### src/rtl/pit_pkg.sv
package pit_pkg;
  localparam int ADDR_W = 2;
  localparam int DATA_W = 16;
  localparam int PERIOD_W = 12;
  localparam logic [ADDR_W-1:0] ADDR_CTRL   = 2'd0;
  localparam logic [ADDR_W-1:0] ADDR_PERIOD = 2'd1;
  localparam logic [ADDR_W-1:0] ADDR_STATUS = 2'd2;
  localparam int BIT_RUN = 0;
  localparam int BIT_SEL = 1;
  localparam int BIT_IE  = 2;
  typedef enum logic {SRC_OSC = 1'b0, SRC_BUS = 1'b1} src_e;
endpackage

### src/rtl/pit_regs.sv
module pit_regs
  import pit_pkg::*;
#(
  parameter int AW = ADDR_W,
  parameter int DW = DATA_W,
  parameter int PW = PERIOD_W
) (
  input  logic          clk,
  input  logic          rst,
  input  logic          wr_en,
  input  logic [AW-1:0] wr_addr,
  input  logic [DW-1:0] wr_data,
  input  logic          expire,
  output logic          run,
  output src_e          src,
  output logic          ie,
  output logic [PW-1:0] period,
  output logic          flag
);
  logic wr_ctrl, wr_per, wr_clr;
  assign wr_ctrl = wr_en && (wr_addr == ADDR_CTRL);
  assign wr_per  = wr_en && (wr_addr == ADDR_PERIOD);
  assign wr_clr  = wr_en && (wr_addr == ADDR_STATUS) && wr_data[0];

  always_ff @(posedge clk) begin
    if (rst) begin
      run    <= 1'b0;
      src    <= SRC_OSC;
      ie     <= 1'b0;
      period <= '0;
      flag   <= 1'b0;
    end else begin
      if (wr_ctrl) begin
        run <= wr_data[BIT_RUN];
        ie  <= wr_data[BIT_IE];
        if (!run) src <= src_e'(wr_data[BIT_SEL]);
      end
      if (wr_per && !run) period <= wr_data[PW-1:0];
      if (expire) flag <= 1'b1;
      else if (wr_clr) flag <= 1'b0;
    end
  end
endmodule

### src/rtl/pit_tick_sel.sv
module pit_tick_sel
  import pit_pkg::*;
(
  input  src_e src,
  input  logic osc_tick,
  input  logic bus_tick,
  input  logic bus_clk_on,
  output logic tick
);
  always_comb begin
    unique case (src)
      SRC_BUS: tick = bus_tick && bus_clk_on;
      default: tick = osc_tick;
    endcase
  end
endmodule

### src/rtl/pit_counter.sv
module pit_counter #(
  parameter int PW = 12
) (
  input  logic          clk,
  input  logic          rst,
  input  logic          run,
  input  logic          tick,
  input  logic [PW-1:0] period,
  output logic [PW-1:0] cnt,
  output logic          expire
);
  logic at_end;
  assign at_end = (cnt == period);
  assign expire = run && tick && at_end;

  always_ff @(posedge clk) begin
    if (rst || !run) cnt <= '0;
    else if (tick) cnt <= at_end ? '0 : cnt + 1'b1;
  end
endmodule

### src/rtl/auto_wake_timer.sv
module auto_wake_timer
  import pit_pkg::*;
#(
  parameter int AW = ADDR_W,
  parameter int DW = DATA_W,
  parameter int PW = PERIOD_W
) (
  input  logic          clk,
  input  logic          rst,
  input  logic          wr_en,
  input  logic [AW-1:0] wr_addr,
  input  logic [DW-1:0] wr_data,
  input  logic          osc_tick,
  input  logic          bus_tick,
  input  logic          bus_clk_on,
  output logic          pending,
  output logic          irq
);
  logic          run, ie, tick, expire;
  src_e          src;
  logic [PW-1:0] period, cnt;

  pit_regs #(.AW(AW), .DW(DW), .PW(PW)) u_regs (
    .clk(clk), .rst(rst), .wr_en(wr_en), .wr_addr(wr_addr), .wr_data(wr_data),
    .expire(expire), .run(run), .src(src), .ie(ie), .period(period), .flag(pending)
  );

  pit_tick_sel u_sel (
    .src(src), .osc_tick(osc_tick), .bus_tick(bus_tick),
    .bus_clk_on(bus_clk_on), .tick(tick)
  );

  pit_counter #(.PW(PW)) u_cnt (
    .clk(clk), .rst(rst), .run(run), .tick(tick), .period(period),
    .cnt(cnt), .expire(expire)
  );

  assign irq = pending && ie;
endmodule

### config.mk
export PLATFORM = sky130hd
export DESIGN_NAME = auto_wake_timer
export DESIGN_NICKNAME = d
export VERILOG_FILES = /design/src/rtl/pit_pkg.sv /design/src/rtl/pit_regs.sv /design/src/rtl/pit_tick_sel.sv /design/src/rtl/pit_counter.sv /design/src/rtl/auto_wake_timer.sv
export SDC_FILE = /design/constraint.sdc
export NUM_CORES = 1
export LEC_CHECK = 0
export ABC_AREA = 1
export BUFFER_PORTS_ARGS = -buffer_cell sky130_fd_sc_hd__buf_2
export CORE_MARGIN = 4
export CORE_UTILIZATION = 35
export DETAILED_ROUTE_END_ITERATION = 10
export PLACE_DENSITY = 0.65
export SLEW_MARGIN = 30
export SYNTH_ARGS = -nofsm -noshare
export SYNTH_HDL_FRONTEND = slang
export SYNTH_SLANG_ARGS = --single-unit
### constraint.sdc
create_clock -name clk -period 1.45 [get_ports clk]
set_input_delay 0.29 -clock clk [delete_from_list [all_inputs] [get_ports clk]]
set_output_delay 0.29 -clock clk [all_outputs]
set_load 0.01 [all_outputs]
==> run metrics, run 1 <==
Worst Hold Class=in2reg; skew final=0.00501 ns; layout cell share with drive strength beyond 1=19.8%; vias per cell=~4.4; # diodes=0; die height=between 70 and 80 um; PnR worst setup slack=between 0.1 and 0.15 ns; Final nets=approximately 270; status=complete, no violations; ys flop type=dfxtp_1; gr usage total=between 10% and 20%; pwr dens=between 900 and 1000 mW/mm2; vias in the first global route=1225; synthesized cell area=0.00142 mm2; I/O pin count=26; total congestion overflow=0; VDD IR max=approximately 0.65 mV; Slew HR=between 70% and 80%; CTS buffer count=3; crit-path max FO=5; initial antenna violation count=0; Antenna Nets Post-Route=0; # rows=22; maxcap violations=0; WP data required=approximately 1.6 ns; die width=71.6 um; Hold Vio Cnt, Final=0; Initial Util=37.3%; FFs w/ async S/R, synth=0%; Clock Pin Slew Worst Setup and Hold Paths=roughly 0.1 ns; dominant cell type by area after synthesis=dfxtp_1; critical path type=reg2reg; first-pass GRT wire length=around 5000 um; Clock Latency Late Sink=about 0.28 ns; synthesized instance count=approximately 210; initial drt markers=42; critical path arrival=between 1.5 and 2 ns; Post-synth EDFFs=0; Mapped Avg Cell Area=approximately 6.7 um2; fin. max-slew vios=0; dpl hpwl=approximately 2200 um; minimum clock period after layout=1.33 ns; unrepaired setup endpoints after global routing=yes; DRT Wirelength=slightly below 3000 um; Synth Register Bits=28; post-synth top area share=between 30 and 40%; dpl ws=0.000501 ns; TritonCTS clock tree=yes; Commonest cells post-synth=nand2_1, inv_1, nor2_1; Leak=~0.84 nW; vias=1283; Setup Total Neg Slack=0 ns; Yosys cell types=18; GP Congestion=0.807; H-tree depth=1; Slew @ Worst Pin=roughly 0.34 ns; Setup Viol. Count Final=0; synth warn=0; root buf cell=clkbuf_8; DIE AREA=between 0.005 and 0.006 mm2; wire per inst=10.2 um; most common cell in the synthesized netlist=nand2_1; pin count of the biggest net entering global routing=22; sequential share of the synthesized area=around two fifths; period utilization=between 90% and 100%; core region area=around 0.0038 mm2; Clock Tree Buf Depth=2; Startpoint Class=flip-flop; crit end category=flip-flop; Fmax achieved=approximately 750 MHz; TritonRoute pass-1 iters=4; DRC=0; ranking of synthesized cells by area=dfxtp_1, nand2_1, inv_1, nor2_1, xor2_1; Synth-to-Final Area Change=22.8%; I/O Buffers=21; Post-Syn Nets=around 240; CTS sink count=28
[cell type report]
class | count | area [um2]
clock buffers | 3 | 41.3
clock inverters | 1 | 30.0
fillers | 414 | 2060
inverters | 35 | 131
multi-input cells | 145 | 741
flip-flops and latches | 28 | 564
well taps | 48 | 60.1
repair buffers | 30 | 173
[routing by layer]
metal | global-route usage [%] | share of wire (%) | wire, um
met2 | 20.7 | 43 | 1280
met4 | 3.13 | 0.47 | 14
met1 | 15.1 | 51 | 1510
met5 | 0 | 0 | 0
met3 | 3.79 | 5.0 | 147
[layout by cell type (no fill, tap or decap), types with 3 or more instances in the layout]
master    netlist  final
dfxtp_1        28     25
nand3_1        13     12
xnor2_1         4      4
a211oi_1        9      9
dfxtp_2         0      3
clkbuf_8        0      3
inv_1          35     34
nand2_1        63     62
buf_4           0      9
buf_2           0     21
xor2_1          8      8
nor2_2          0      3
a21oi_1         7      7
nor2_1         30     26
[critical path, stage by stage, from the launching register on]
cell and delay [ns]:
dfxtp_1 0.46, nand2_1 0.08, nand2_1 0.09, nand2_1 0.06
nor2_2 0.13, nand4_2 0.12, buf_4 0.18, nand3_1 0.07
inv_1 0.04
[report_power, final]
| part | internal [mW] | switching [mW] |
|---|---|---|
| clock network | 0.370 | 0.255 |
| registers | 0.789 | 0.0117 |
| logic | 0.0709 | 0.0967 |
[registers in the layout, indices dropped and copies added, names as in the netlist]
signal         count
u_regs.period     12
u_regs.flag        1
u_regs.src         1
u_cnt.cnt         12
u_regs.ie          1
u_regs.run         1
[repair_timing]
item / CTS / global route
resized for setup: 1 / 12
setup endpoints to repair: 1 / 12
pin swaps: 0 / 1
hold buffers: 0 / 0
setup buffers: 0 / 0
[stage by stage]
stage	hold slack [ns]	utilization (%)	cell area (um2)	std cells	power [mW]
floorplan	0.433	-	1420	212	0.911
global placement	0.462	43.1	1640	286	0.976
detailed placement	0.472	43.1	1640	286	0.978
CTS	0.239	45.0	1710	290	1.61
global route	0.243	45.8	1740	290	1.67
finish	0.245	45.8	1740	290	1.59
[logic make-up (layout without fill, tap and decap cells)]
| family | count (synthesis) | in the layout | share of synthesized area [%] |
|---|---|---|---|
| buffers and inverters | 39 | 69 | 10.3 |
| and+or+nand+nor | 112 | 112 | 32.9 |
| DFF | 28 | 28 | 39.5 |
| xor gates and xnor gates | 12 | 12 | 7.41 |
| AOI/OAI and AO/OA | 20 | 20 | 8.91 |
| adders and majority gates | 1 | 1 | 0.882 |
[path summary, 6_finish.rpt]
check,start,to,slack [ns],cells after the start
min,wr_data[7],u_regs.period[7],0.25,3
max reg2reg,u_cnt.cnt[5],u_cnt.cnt[2],0.12,8
max,u_cnt.cnt[5],u_cnt.cnt[2],0.12,8
min reg2reg,u_regs.period[0],u_regs.period[0],0.48,2
(Power assumes the default switching activity.)
==> inputs of run 2 (changes only) <==
Settings changed: CORE_MARGIN 4 to not set, PLACE_DENSITY 0.65 to not set, REMOVE_ABC_BUFFERS set to 1.
==> run metrics, run 2 (synthesis gave the netlist of run 1 again) <==
die height=65.6 um (-8.4%); maxcap violations=0 (unchanged); critical path type=reg2reg; core region area=0.00377 mm2 (-0.72%); GP Congestion=0.826 (+2.4%); most common cell after layout, fill and taps aside=nand2_1; # diodes=0 (unchanged); Synth-to-Final Area Change=26.0%; Worst Hold Launch=wr_data[7]; critical path, cell by cell=ha_4, nand2_2, nor2_2, nand3_1, nor2_1, buf_4, nand2_4, xor2_2, nor2_1; Slew @ Worst Pin=0.363 ns (+0.0253 ns); layout cell share with drive strength beyond 1=23.3% (+3.5 points); total design power=1.39 mW (-13%); TritonCTS clock tree=yes; vias in the first global route=1186 (-3.2%); critical path arrival=1.55 ns (+0.04 ns); post-layout util=47.4% (+1.6 points); number of buffers and inverters on the critical path=1 (-1); crit-path max FO=4 (-1); Clock Tree Buf Depth=2 (unchanged); Largest regs=u_cnt.cnt: 12 flops, u_regs.period: 12 flops; CTS sink count=28 (unchanged); status=complete, no violations; Setup Viol. Count Final=0 (unchanged); Clock Latency Late Sink=0.27 ns (about the same); total congestion overflow=0 (unchanged); Leak=0.881 nW (+5.1%); fin. max-slew vios=0 (unchanged); DRT Wirelength=2930 um (-0.78%); TritonRoute pass-1 iters=4 (unchanged); I/O Buffers=21 (unchanged); r2r setup slk=0.07 ns (-0.05 ns); Worst R2R Start=u_cnt.cnt[0]; period utilization=95.4% (+3.7 points); pwr dens=776 mW/mm2 (-15%); CTS buffer count=3 (unchanged); first-pass GRT wire length=4780 um (-6.4%); initial antenna violation count=0 (unchanged); Startpoint Class=flip-flop; Fmax achieved=723 MHz (-3.9%); vias=1312 (+2.3%); DRC=0 (unchanged); Final nets=276 (+3.0%); crit end category=flip-flop; wire per inst=9.85 um (-3.1%); CP max stage delay=0.36 ns (-0.10 ns); vias per cell=4.42 (-0.15%); Setup crit start=u_cnt.cnt[0]; CP top delay family=simple AND/OR/NAND/NOR gates; Clock Pin Slew Worst Setup and Hold Paths=0.09 ns (about the same); H-tree depth=1 (unchanged); CP max-delay cell=dfxtp_2; Antenna Nets Post-Route=0 (unchanged); initial drt markers=71 (+69%); most frequent cells in the layout=nand2_1, inv_1, nor2_1; Hold Vio Cnt, Final=0 (unchanged); die width=65.6 um (-8.4%); pin count of the biggest net entering global routing=17 (-23%); DIE AREA=0.00431 mm2 (-16%); # rows=22 (unchanged); minimum clock period after layout=1.38 ns (+0.0539 ns); Worst Hold Class=in2reg; WP data required=1.62 ns (about the same); dpl hpwl=2200 um (+0.52%); Slew HR=75.5% (-1.8 points); root buf cell=clkbuf_8; Initial Util=37.6% (+0.27 points); Most common cell on crit path=nor2_1; I/O pin count=26 (unchanged); gr usage total=14.5% (+2.2 points); unrepaired setup endpoints after global routing=yes; skew final=0.00265 ns (-0.00236 ns); VDD IR max=0.416 mV (-36%)
run 2: report_power, final:
part | switching (mW) | internal (mW) | leakage (nW)
clock network | 0.227 | 0.186 | 0.0216
logic | 0.0964 | 0.0762 | 0.631
registers | 0.0115 | 0.789 | 0.229
run 2: layout make-up:
| cell class | instances | area (um2) |
|---|---|---|
| Clock buffer | 3 | 41.3 |
| Fill cell | 397 | 1980 |
| Inverter | 35 | 131 |
| Multi-Input combinational cell | 145 | 756 |
| Sequential cell | 28 | 566 |
| Tap cell | 48 | 60.1 |
| Timing Repair Buffer | 38 | 233 |
run 2: worst reg2reg max path: cells and delay by family (launching register included):
kind                       cells  cell delay (ns)
and+or+nand+nor                6             0.48
DFF                            1             0.36
buffers and inverters          1             0.16
adders and majority gates      1             0.14
xor gates and xnor gates       1             0.14
run 2: final timing paths:
path / cells after the start / to
worst max-delay path: 9 / u_cnt.cnt[10]
worst min-delay path: 3 / u_regs.period[7]
worst min register to register: 2 / u_regs.ie
worst max register to register: 9 / u_cnt.cnt[10]
run 2: stage by stage:
| step | worst slack (ns) | hold slack, ns | cell area, um2 | cells | TNS (ns) |
|---|---|---|---|---|---|
| floorplan | 0.0961 | 0.359 | 1400 | 208 | 0 |
| global placement | 0.0695 | 0.456 | 1670 | 291 | 0 |
| detailed placement | 0.0248 | 0.464 | 1670 | 291 | 0 |
| CTS | 0.0215 | 0.255 | 1720 | 294 | 0 |
| global route | -0.0778 | 0.256 | 1790 | 297 | -0.189 |
| finish | 0.0663 | 0.257 | 1790 | 297 | 0 |
run 2: metal layers:
metal,track usage (%),vias to the layer above,share of wire (%)
li1,-,722,-
met4,5.16,0,0.68
met3,3.30,2,2.2
met5,0,-,0
met2,24.5,10,48
met1,17.8,578,49
run 2: repair_timing:
item,in CTS,in global routing
resized for setup,1,14
endpoints found under the hold margin,0,0
pin swaps,0,6
hold buffers,0,0
endpoints found under the setup margin,1,9
buffers inserted,0,3
==> inputs of run 3 (changes only) <==
Settings changed: CORE_ASPECT_RATIO set to 1.75, CORE_MARGIN set to 4.
==> run metrics, run 3 (synthesis gave the netlist of run 1 again) <==
status=complete, no violations; VDD IR max=0.546 mV (+31%); layout cell share with drive strength beyond 1=22.6% (-0.71 points); CTS buffer count=3 (unchanged); Antenna Nets Post-Route=0 (unchanged); Setup Viol. Count Final=0 (unchanged); most frequent cells in the layout=nand2_1, inv_1, nor2_1; Clock Pin Slew Worst Setup and Hold Paths=0.10 ns (about the same); Initial Util=36.3% (-1.3 points); FF-to-FF path depth=10 (+1); Slew @ Worst Pin=0.399 ns (+0.0354 ns); highest routed layer=met4; root buf cell=clkbuf_8; dpl hpwl=2420 um (+10%); FF+latch area=564 um2 (-0.22%); Worst Hold Launch=wr_data[7]; Hold Vio Cnt, Final=0 (unchanged); I/O pin count=26 (unchanged); Worst R2R Start=u_cnt.cnt[1]; CTS sink count=28 (unchanged); DRC=0 (unchanged); pwr dens=817 mW/mm2 (+5.4%); Clock Latency Late Sink=0.27 ns (about the same); critical path arrival=1.56 ns (about the same); H-tree depth=1 (unchanged); Startpoint Class=flip-flop; wire per inst=10.3 um (+4.2%); crit-path max FO=3 (-1); total congestion overflow=0 (unchanged); critical path, cell by cell=ha_4, nand2_2, nor2_2, nand3_1, nor2_2, buf_6, nand3_2, nand2_1, nand2_1, nor2_1; initial drt markers=16 (-77%); met2 WL=1680 um (+19%); Filler Cells Inserted=454 (+14%); fin. max-slew vios=0 (unchanged); first-pass GRT wire length=5150 um (+7.8%); I/O Buffers=21 (unchanged); CP max-delay cell=dfxtp_2; minimum clock period after layout=1.34 ns (-0.0436 ns); Setup crit start=u_cnt.cnt[1]; die width=56.1 um (-15%); Routed met3 length=59 um (-7.8%); crit end category=flip-flop; Slew HR=73.1% (-2.4 points); pin count of the biggest net entering global routing=16 (-1); Worst Hold Class=in2reg; Largest regs=u_cnt.cnt: 12 flops, u_regs.period: 12 flops; Final nets=274 (-0.72%); TritonCTS clock tree=yes; die height=92.2 um (+40%); Setup Total Neg Slack=0 ns (unchanged); GP Congestion=0.842 (+1.9%); gr usage total=12.3% (-2.2 points); Fmax achieved=746 MHz (+3.2%); DRT Wirelength=3040 um (+3.9%); Met1 Wirelength=1220 um (-15%); worst setup path end=u_cnt.cnt[8]; dpl ws=0.0717 ns (+0.0469 ns); unrepaired setup endpoints after global routing=yes; skew final=0.00264 ns (-0.0000102 ns); Clock Tree Buf Depth=2 (unchanged); placed cell count=292 (+0.34%); # rows=30 (+36%); DIE AREA=0.00517 mm2 (+20%); area of the multi-input gates=751 um2 (-0.66%); PnR worst setup slack=0.110 ns (+0.0436 ns); Leak=0.859 nW (-2.5%); core region area=0.00390 mm2 (+3.5%); # diodes=0 (unchanged); TritonRoute pass-1 iters=4 (unchanged); Synth-to-Final Area Change=25.8%; initial antenna violation count=0 (unchanged); maxcap violations=0 (unchanged); WP data required=1.67 ns (+0.05 ns); vias in the first global route=1286 (+8.4%); reg2reg end=u_cnt.cnt[8]; most common cell after layout, fill and taps aside=nand2_1; hold_buf cts=0 (unchanged); vias=1302 (-0.76%); vias per cell=4.40 (-0.43%); final cell count without fillers=296 (-0.34%); critical path type=reg2reg; Post-CTS Setup Repair Bufs=0 (unchanged); r2r setup slk=0.11 ns (+0.04 ns); period utilization=92.4% (-3.0 points); CP max stage delay=0.36 ns (about the same)
==> run 3: worst max-delay path, delay by kind of cell, from the launching register on <==
| family | cells | cell delay, ns |
|---|---|---|
| adders and majority gates | 1 | 0.14 |
| buffers and inverters | 1 | 0.13 |
| DFF | 1 | 0.36 |
| and+or+nand+nor | 8 | 0.65 |
==> run 3: metal layers <==
metal  up-vias  GRT usage [%]
met3         4           1.41
met5         -              0
met2         9           24.0
met4         0           5.54
met1       569           12.4
li1        720              -
==> run 3: repair_timing <==
action / in CTS / in global routing
gates resized for setup: 0 / 14
endpoints found under the setup margin: 0 / 11
endpoints found under the hold margin: 0 / 0
==> run 3: per-stage QoR <==
step	power [mW]	utilization (%)	hold WS, ns	area, um2
floorplan	0.904	-	0.359	1400
global placement	0.982	43.0	0.463	1680
detailed placement	0.985	43.0	0.462	1680
CTS	1.48	44.5	0.246	1740
global route	1.53	45.7	0.268	1780
finish	1.46	45.7	0.253	1780
==> run 3: cell type report <==
class                           instances  share of cell area [%]
Multi-Input combinational cell        145                    42.1
Sequential cell                        28                    31.6
Timing Repair Buffer                   36                    12.4
Inverter                               35                    7.37
Tap cell                               48                    3.37
Clock buffer                            4                    3.09
==> run 3: worst min-delay path by stage <==
stage / endpoint / slack [ns] / cells past startpoint
2_1_floorplan: u_regs.flag / 0.36 / 1
3_3_place_gp: u_regs.ie / 0.46 / 2
3_5_place_dp: u_regs.ie / 0.46 / 2
4_1_cts: u_regs.period[7] / 0.25 / 3
5_1_grt: u_regs.period[7] / 0.27 / 3
6_report: u_regs.period[7] / 0.25 / 3
==> run 3: power breakdown <==
group	total (mW)	leakage, nW	internal, mW	switching (mW)
combinational	0.168	0.601	0.0735	0.0945
sequential	0.801	0.228	0.789	0.0122
clock	0.488	0.0288	0.243	0.244
